`src/rtl/diag_rb_pkg.sv`:
```
package diag_rb_pkg;
  localparam int CH = 16;
  localparam int KEYW = 5;

  // command keys: rising serial edges counted while the latch line is high
  localparam int KEY_SW_A  = 1;
  localparam int KEY_SW_B  = 2;
  localparam int KEY_BD_A  = 3;
  localparam int KEY_BD_B  = 4;
  localparam int KEY_BG_A  = 5;
  localparam int KEY_BG_B  = 6;
  localparam int KEY_WCFG  = 7;
  localparam int KEY_RCFG  = 8;
  localparam int KEY_OPEN  = 9;
  localparam int KEY_SHORT = 10;
  localparam int KEY_BOTH  = 11;
  localparam int KEY_END   = 12;
  localparam int KEY_THERM = 13;

  // configuration bit positions that the logic decodes
  localparam int CFG_NODET   = 7;
  localparam int CFG_THR_LO  = 8;
  localparam int CFG_SDOFALL = 13;

  typedef struct packed {
    logic sRise;
    logic sFall;
    logic wrSwitch;
    logic wrBrtData;
    logic wrBrtGlobal;
    logic wrCfg;
    logic rdCfg;
    logic detOpen;
    logic detShort;
    logic detEnd;
    logic rdTherm;
  } strobe_t;
endpackage

```
`src/rtl/diag_rb_ctrl.sv`:
```
module diag_rb_ctrl
  import diag_rb_pkg::*;
(
  input  logic    clk,
  input  logic    rstN,
  input  logic    sclk,
  input  logic    le,
  output strobe_t strb
);
  localparam logic [KEYW-1:0] CNT_MAX = '1;

  logic sclkQ, leQ;
  logic [KEYW-1:0] leCnt;
  logic rise, fall, leFall;

  assign rise   = sclk & ~sclkQ;
  assign fall   = ~sclk & sclkQ;
  assign leFall = leQ & ~le;

  always_ff @(posedge clk) begin
    if (!rstN) begin
      sclkQ <= 1'b0;
      leQ   <= 1'b0;
      leCnt <= '0;
    end else begin
      sclkQ <= sclk;
      leQ   <= le;
      if (leFall)
        leCnt <= '0;
      else if (rise && le && leCnt != CNT_MAX)
        leCnt <= leCnt + 1'b1;
    end
  end

  always_comb begin
    strb = '0;
    strb.sRise = rise;
    strb.sFall = fall;
    if (leFall) begin
      case (int'(leCnt))
        KEY_SW_A, KEY_SW_B: strb.wrSwitch    = 1'b1;
        KEY_BD_A, KEY_BD_B: strb.wrBrtData   = 1'b1;
        KEY_BG_A, KEY_BG_B: strb.wrBrtGlobal = 1'b1;
        KEY_WCFG:           strb.wrCfg       = 1'b1;
        KEY_RCFG:           strb.rdCfg       = 1'b1;
        KEY_OPEN:           strb.detOpen     = 1'b1;
        KEY_SHORT:          strb.detShort    = 1'b1;
        KEY_BOTH: begin
          strb.detOpen  = 1'b1;
          strb.detShort = 1'b1;
        end
        KEY_END:            strb.detEnd      = 1'b1;
        KEY_THERM:          strb.rdTherm     = 1'b1;
        default: ;
      endcase
    end
  end
endmodule

```
`src/rtl/diag_rb_dp.sv`:
```
module diag_rb_dp
  import diag_rb_pkg::*;
#(
  parameter int CHN = CH
) (
  input  logic                         clk,
  input  logic                         rstN,
  input  strobe_t                      strb,
  input  logic                         sdi,
  input  logic [CHN-1:0]               openOk,
  input  logic [CHN-1:0]               shortOk,
  input  logic                         overTemp,
  output logic                         sdo,
  output logic [1:0]                   shortThresh,
  output logic                         detOpenEn,
  output logic                         detShortEn,
  output logic [CHN-1:0]               cfgWord,
  output logic [$clog2(CHN+1)-1:0]     rbCnt,
  output logic                         rbShow
);
  localparam int CNTW = $clog2(CHN + 1);
  localparam logic [CNTW-1:0] RB_LEN = CNTW'(CHN);

  logic [CHN-1:0] shReg, swOn, brtStage, brtNz, rbWord, detResult, statusWord;
  logic rbBit, fallView, riseView, wordNz, loadRb;

  assign wordNz = |shReg;
  assign loadRb = strb.rdCfg | strb.detEnd | strb.rdTherm;

  // per-channel test outcome
  for (genvar c = 0; c < CHN; c++) begin : g_chan
    logic underTest, okBit;
    assign underTest = swOn[c] & brtNz[c];
    assign okBit     = (~detOpenEn | openOk[c]) & (~detShortEn | shortOk[c]);
    assign detResult[c] = ~underTest | okBit;
  end

  always_comb begin
    if (strb.rdCfg)        statusWord = cfgWord;
    else if (strb.rdTherm) statusWord = {CHN{overTemp}};
    else                   statusWord = detResult;
  end

  always_ff @(posedge clk) begin
    if (!rstN) begin
      shReg      <= '0;
      cfgWord    <= '0;
      swOn       <= '0;
      brtStage   <= '0;
      brtNz      <= '0;
      detOpenEn  <= 1'b0;
      detShortEn <= 1'b0;
    end else begin
      if (strb.sRise)       shReg    <= {shReg[CHN-2:0], sdi};
      if (strb.wrCfg)       cfgWord  <= shReg;
      if (strb.wrSwitch)    swOn     <= shReg;
      if (strb.wrBrtData)   brtStage <= {brtStage[CHN-2:0], wordNz};
      if (strb.wrBrtGlobal) brtNz    <= {brtStage[CHN-2:0], wordNz};
      if (strb.detEnd) begin
        detOpenEn  <= 1'b0;
        detShortEn <= 1'b0;
      end else if ((strb.detOpen | strb.detShort) && !cfgWord[CFG_NODET]) begin
        detOpenEn  <= strb.detOpen;
        detShortEn <= strb.detShort;
      end
    end
  end

  // readback shifter
  always_ff @(posedge clk) begin
    if (!rstN) begin
      rbWord <= '0;
      rbCnt  <= '0;
      rbBit  <= 1'b0;
      rbShow <= 1'b0;
    end else if (loadRb) begin
      rbWord <= statusWord;
      rbCnt  <= RB_LEN;
      rbShow <= 1'b0;
    end else if (strb.sRise) begin
      if (rbCnt != '0) begin
        rbBit  <= rbWord[CHN-1];
        rbWord <= {rbWord[CHN-2:0], 1'b0};
        rbCnt  <= rbCnt - 1'b1;
        rbShow <= 1'b1;
      end else begin
        rbShow <= 1'b0;
      end
    end
  end

  assign riseView = rbShow ? rbBit : shReg[CHN-1];

  always_ff @(posedge clk) begin
    if (!rstN)            fallView <= 1'b0;
    else if (strb.sFall)  fallView <= riseView;
  end

  assign sdo         = cfgWord[CFG_SDOFALL] ? fallView : riseView;
  assign shortThresh = cfgWord[CFG_THR_LO+1:CFG_THR_LO];
endmodule

```
`src/rtl/diag_readback.sv`:
```
module diag_readback
  import diag_rb_pkg::*;
(
  input  logic          clk,
  input  logic          rstN,
  input  logic          sclk,
  input  logic          sdi,
  input  logic          le,
  input  logic [CH-1:0] openOk,
  input  logic [CH-1:0] shortOk,
  input  logic          overTemp,
  output logic          sdo,
  output logic [1:0]    shortThresh,
  output logic          detOpenEn,
  output logic          detShortEn
);
  strobe_t strb;
  logic [CH-1:0] cfgWord;
  logic [$clog2(CH+1)-1:0] rbCnt;
  logic rbShow;

  diag_rb_ctrl u_ctrl (
    .clk(clk), .rstN(rstN), .sclk(sclk), .le(le), .strb(strb)
  );

  diag_rb_dp #(.CHN(CH)) u_dp (
    .clk(clk), .rstN(rstN), .strb(strb), .sdi(sdi),
    .openOk(openOk), .shortOk(shortOk), .overTemp(overTemp),
    .sdo(sdo), .shortThresh(shortThresh),
    .detOpenEn(detOpenEn), .detShortEn(detShortEn),
    .cfgWord(cfgWord), .rbCnt(rbCnt), .rbShow(rbShow)
  );
endmodule

```
`config.mk`:
```
export PLATFORM = sky130hd
export DESIGN_NAME = diag_readback
export DESIGN_NICKNAME = d
export VERILOG_FILES = /design/src/rtl/diag_rb_pkg.sv /design/src/rtl/diag_rb_ctrl.sv /design/src/rtl/diag_rb_dp.sv /design/src/rtl/diag_readback.sv
export SDC_FILE = /design/constraint.sdc
export NUM_CORES = 1
export LEC_CHECK = 0
export BUFFER_PORTS_ARGS = -buffer_cell sky130_fd_sc_hd__buf_2
export CORE_MARGIN = 1
export CORE_UTILIZATION = 55
export DETAILED_ROUTE_END_ITERATION = 8
export PLACE_DENSITY = 0.75
export SKIP_CTS_REPAIR_TIMING = 1
export SYNTH_ARGS = -nofsm -noshare
export SYNTH_HDL_FRONTEND = slang
export SYNTH_HIERARCHICAL = 1
export SYNTH_SLANG_ARGS = --single-unit
```
`constraint.sdc`:
```
create_clock -name clk -period 6.3 [get_ports clk]
set_input_delay 1.89 -clock clk [delete_from_list [all_inputs] [get_ports clk]]
set_output_delay 1.89 -clock clk [all_outputs]
set_load 0.02 [all_outputs]
```
==> metrics.md <==
| Metric | Value |
|---|---|
| Status | finished with violations |
| Failing checks | design-rule violations |
| Hold Path Class | flip-flop to flip-flop |
| Post-synthesis mux area share | 19.98% |
| Post-synthesis instance total | 512 |
| Total Wirelength | 10230 um |
| Clk Latency, worst-skew pair | 0.38 ns |
| Post-synth cell types | 46 |
| Post-DR vias/cell | around 5.5 |
| Maxcap violations | 0 |
| DR vias | about 3600 |
| Vias in the first global route | 3371 |
| Area after DPL | ~0.0053 mm^2 |
| Critical-path cell list | buf_2 -> nand2b_4 -> or4_4 -> nor2_2 -> mux2i_1 -> nor2b_1 |
| Worst hold slack | 0.4945 ns |
| Fin. Hold Viols | 0 |
| DR iter-0 viols | 175 |
| Setup violators final | 0 |
| Relative slew slack | 24.15% |
| Crit path time final | 3.643 ns |
| Yosys Warn Count | 6 |
| RSZ-0062 raised after global routing | false |
| Gpl congestion | 0.7719 |
| Sw Share | 24.17% |
| Top-area cell type share of the netlist area | 44.14% |
| Complex-gate fraction of the synthesized area | approximately a tenth |
| Cell total after placement | 630 |
| Number of buffer cells added on primary ports | 42 |
| First drt pass iteration count | 8 |
| Synth Flop Type | dfxtp_1 |
| Synth area leaders | dfxtp_1, mux2i_1, nor2b_1, inv_1, o22ai_1 |
| VDD IR max | 0.09093 mV |
| Area Growth Syn to Fin | 7.808% |
| Clk Tree Root Cell | clkbuf_8 |
| Overflow after GRT | 0 |
| Synthesized-area fraction occupied by adder cells | 1.478% |
| Final std cells w/o fill | 646 |
| Met3 GRT Util | 4.223% |
| Share of layout cells above drive strength 1 | 15.61% |
| GRT Max-Usage Layer | met2 |
| Clock sink count | roughly 110 |
| Critical path class | primary input to flip-flop |
| Setup TNS | 0 ns |
| Clock power frac | 34.5% |
| WP data arrival | about 3.9 ns |
| CTS Buf Count | 9 |
| Ant. Diodes | 0 |
| Initial Utilization | 57.41% |
| Syn_nets | approximately 560 |
| Post-synth EDFFs | 0 |
| Max-slew violation count | 0 |
| Seq. cell area | 0.002242 mm^2 |
| Flop pwr share | 60.9% |
| Post-route clock skew | 0.01227 ns |
| CP max stage cell | nor2_2 |
| Std-Cell Rows | 34 |
| Pwr per Cell Area | 213.6 mW/mm^2 |
| Final period util | 57.83% |
| Asr flop ratio synth | 0% |
| Layout Cell Area excl Fill | between 0.005 and 0.006 mm^2 |
| Residual DRC count | 2 |
| Die height | roughly 98 um |
| Max incr delay on CP | approximately 0.87 ns |
| GR Util met1 | 30.92% |
| Finished Core Util | between 60% and 70% |
| Synth Area in Simple Gates | 16.72% |
| Combinational share of power | 4.6% |
| First-pass GRT wire length | 16790 um |
| Cell Area, Synth | 0.005080 mm^2 |
| WP data required | 6.57 ns |
| Avg Inst Size Synth | 9.922 um^2 |
| Crit start category | primary input |
| Sw Pwr | 0.2827 mW |
| Die area | 0.009625 mm^2 |
| Initial antenna violation count | 0 |
| Die X | between 90 and 100 um |
| Detailed Place HPWL | 6889 um |
| Main combinational cell family by area after synthesis | multiplexers |
| CTS tree | yes |
| Number of nets in the layout | 577 |
| Worst setup EP type | flip-flop |
| Largest area contributor in the netlist | dfxtp_1 |
| Area of the multi-input gates | 0.002511 mm^2 |
| ANT nets after route | 0 |
| Total Routing Usage GR | 22.08% |
| Internal power | 0.8869 mW |
| Io pins | between 40 and 50 |
| Max clock buf depth | 2 |
| Post-synthesis sequential element count | 112 |
| # fillers | 740 |
| Highest Clock Rate | 0.2745 GHz |
| Core region area | 0.008848 mm^2 |
| Pin count of the biggest net entering global routing | 93 |
| Detailed-route wire length per cell | roughly 16 um |
| Htree depth | 3 |
| Post-Synth XOR/XNOR Area | 0.6897% |
| Crit path max fanout | 17 |
| Static Leak | 2.046 nW |
| Clock Pin Slew Worst Setup and Hold Paths | 0.10 ns |
| GRT met2 Usage | 34.67% |
| Worst-margin pin slew | roughly 1.1 ns |
| Sequential fraction of the synthesis area | 44.14% |
cells by family (layout without fill, tap and decap cells):
| family | after synthesis | in the layout |
|---|---|---|
| AO/OA/AOI/OAI | 68 | 68 |
| XOR/XNOR | 4 | 4 |
| adder cells (fa/ha/maj) | 6 | 6 |
| buffers and inverters | 79 | 105 |
| flip-flops | 112 | 112 |
| multiplexers | 101 | 101 |
| AND/OR/NAND/NOR | 142 | 142 |
critical path, delay by kind of cell:
family | cells | cell delay (ns)
buf+inv | 1 | 0.11
simple gates | 4 | 1.62
mux | 1 | 0.28
cells in the final DEF, fill, tap and decap left out, drive strengths merged, types with 3 or more instances in the layout:
cell	count
mux2	3
nor4	6
a21oi	5
o21a	3
clkbuf	10
a22oi	16
o22ai	31
o21ai	6
nor2b	80
nor2	12
buf	48
nand2b	3
and3	3
ha	6
mux2i	98
and2	3
inv	45
nand2	5
nand3	19
dfxtp	112
power by group through the flow:
stage	combinational, mW	sequential (mW)	clock (mW)
3_3_place_gp	0.0527	0.728	0
5_1_grt	0.0586	0.713	0.444
3_5_place_dp	0.0532	0.728	0
2_1_floorplan	0.0363	0.728	0
6_report	0.0535	0.712	0.404
4_1_cts	0.0539	0.712	0.414
registers in the layout, indices dropped and copies added (netlist names), 5 cells and up:
| name | cells |
|---|---|
| u_ctrl/leCnt | 5 |
| u_dp/brtStage | 15 |
| u_dp/rbWord | 16 |
| u_dp/rbCnt | 5 |
| u_dp/cfgWord | 16 |
| u_dp/brtNz | 16 |
| u_dp/shReg | 16 |
| u_dp/swOn | 16 |
per-stage QoR:
step                power (mW)  setup WS [ns]
floorplan               0.7639          2.577
global placement        0.7810          2.271
detailed placement      0.7816          2.249
CTS                      1.180          2.646
global route             1.215          2.538
finish                   1.170          2.657
Yosys cell counts, types with 3 or more instances:
library cell	count
dfxtp_1	112
mux2i_1	98
nor2b_1	80
inv_1	41
clkbuf_1	23
o22ai_1	22
nand3_1	19
a22oi_1	16
nor2_1	12
buf_2	9
o22ai_2	9
ha_1	6
nor4_1	6
a21oi_1	5
nand2_1	5
buf_4	4
o21ai_0	4
and3_1	3
mux2_2	3
o21a_1	3
per-layer routing:
metal / vias up / wire length, um
met5: - / 0
li1: 1794 / -
met4: 0 / 131
met3: 11 / 298
met2: 43 / 4630
met1: 1727 / 5171
final cells by class:
cell class | count | area share [%]
Clock buffer | 10 | 2.330
Clock inverter | 6 | 0.9367
Inverter | 41 | 2.810
Multi-Input combinational cell | 321 | 45.85
Sequential cell | 112 | 40.94
Tap cell | 108 | 2.467
Timing Repair Buffer | 48 | 4.661
path summary, 6_finish.rpt:
check                               start                          end  slack [ns]  cells after the start
max reg2reg  u_ctrl/leCnt[0]$_SDFFE_PP0P_  u_dp/brtNz[15]$_SDFFE_PN0P_        3.82                      6
min reg2reg      u_dp/rbShow$_SDFFE_PP0P_     u_dp/rbShow$_SDFFE_PP0P_        0.49                      2
max                                    le  u_dp/brtNz[15]$_SDFFE_PN0P_        2.66                      6
min              u_dp/rbShow$_SDFFE_PP0P_     u_dp/rbShow$_SDFFE_PP0P_        0.49                      2
(Power assumes the default switching activity.)
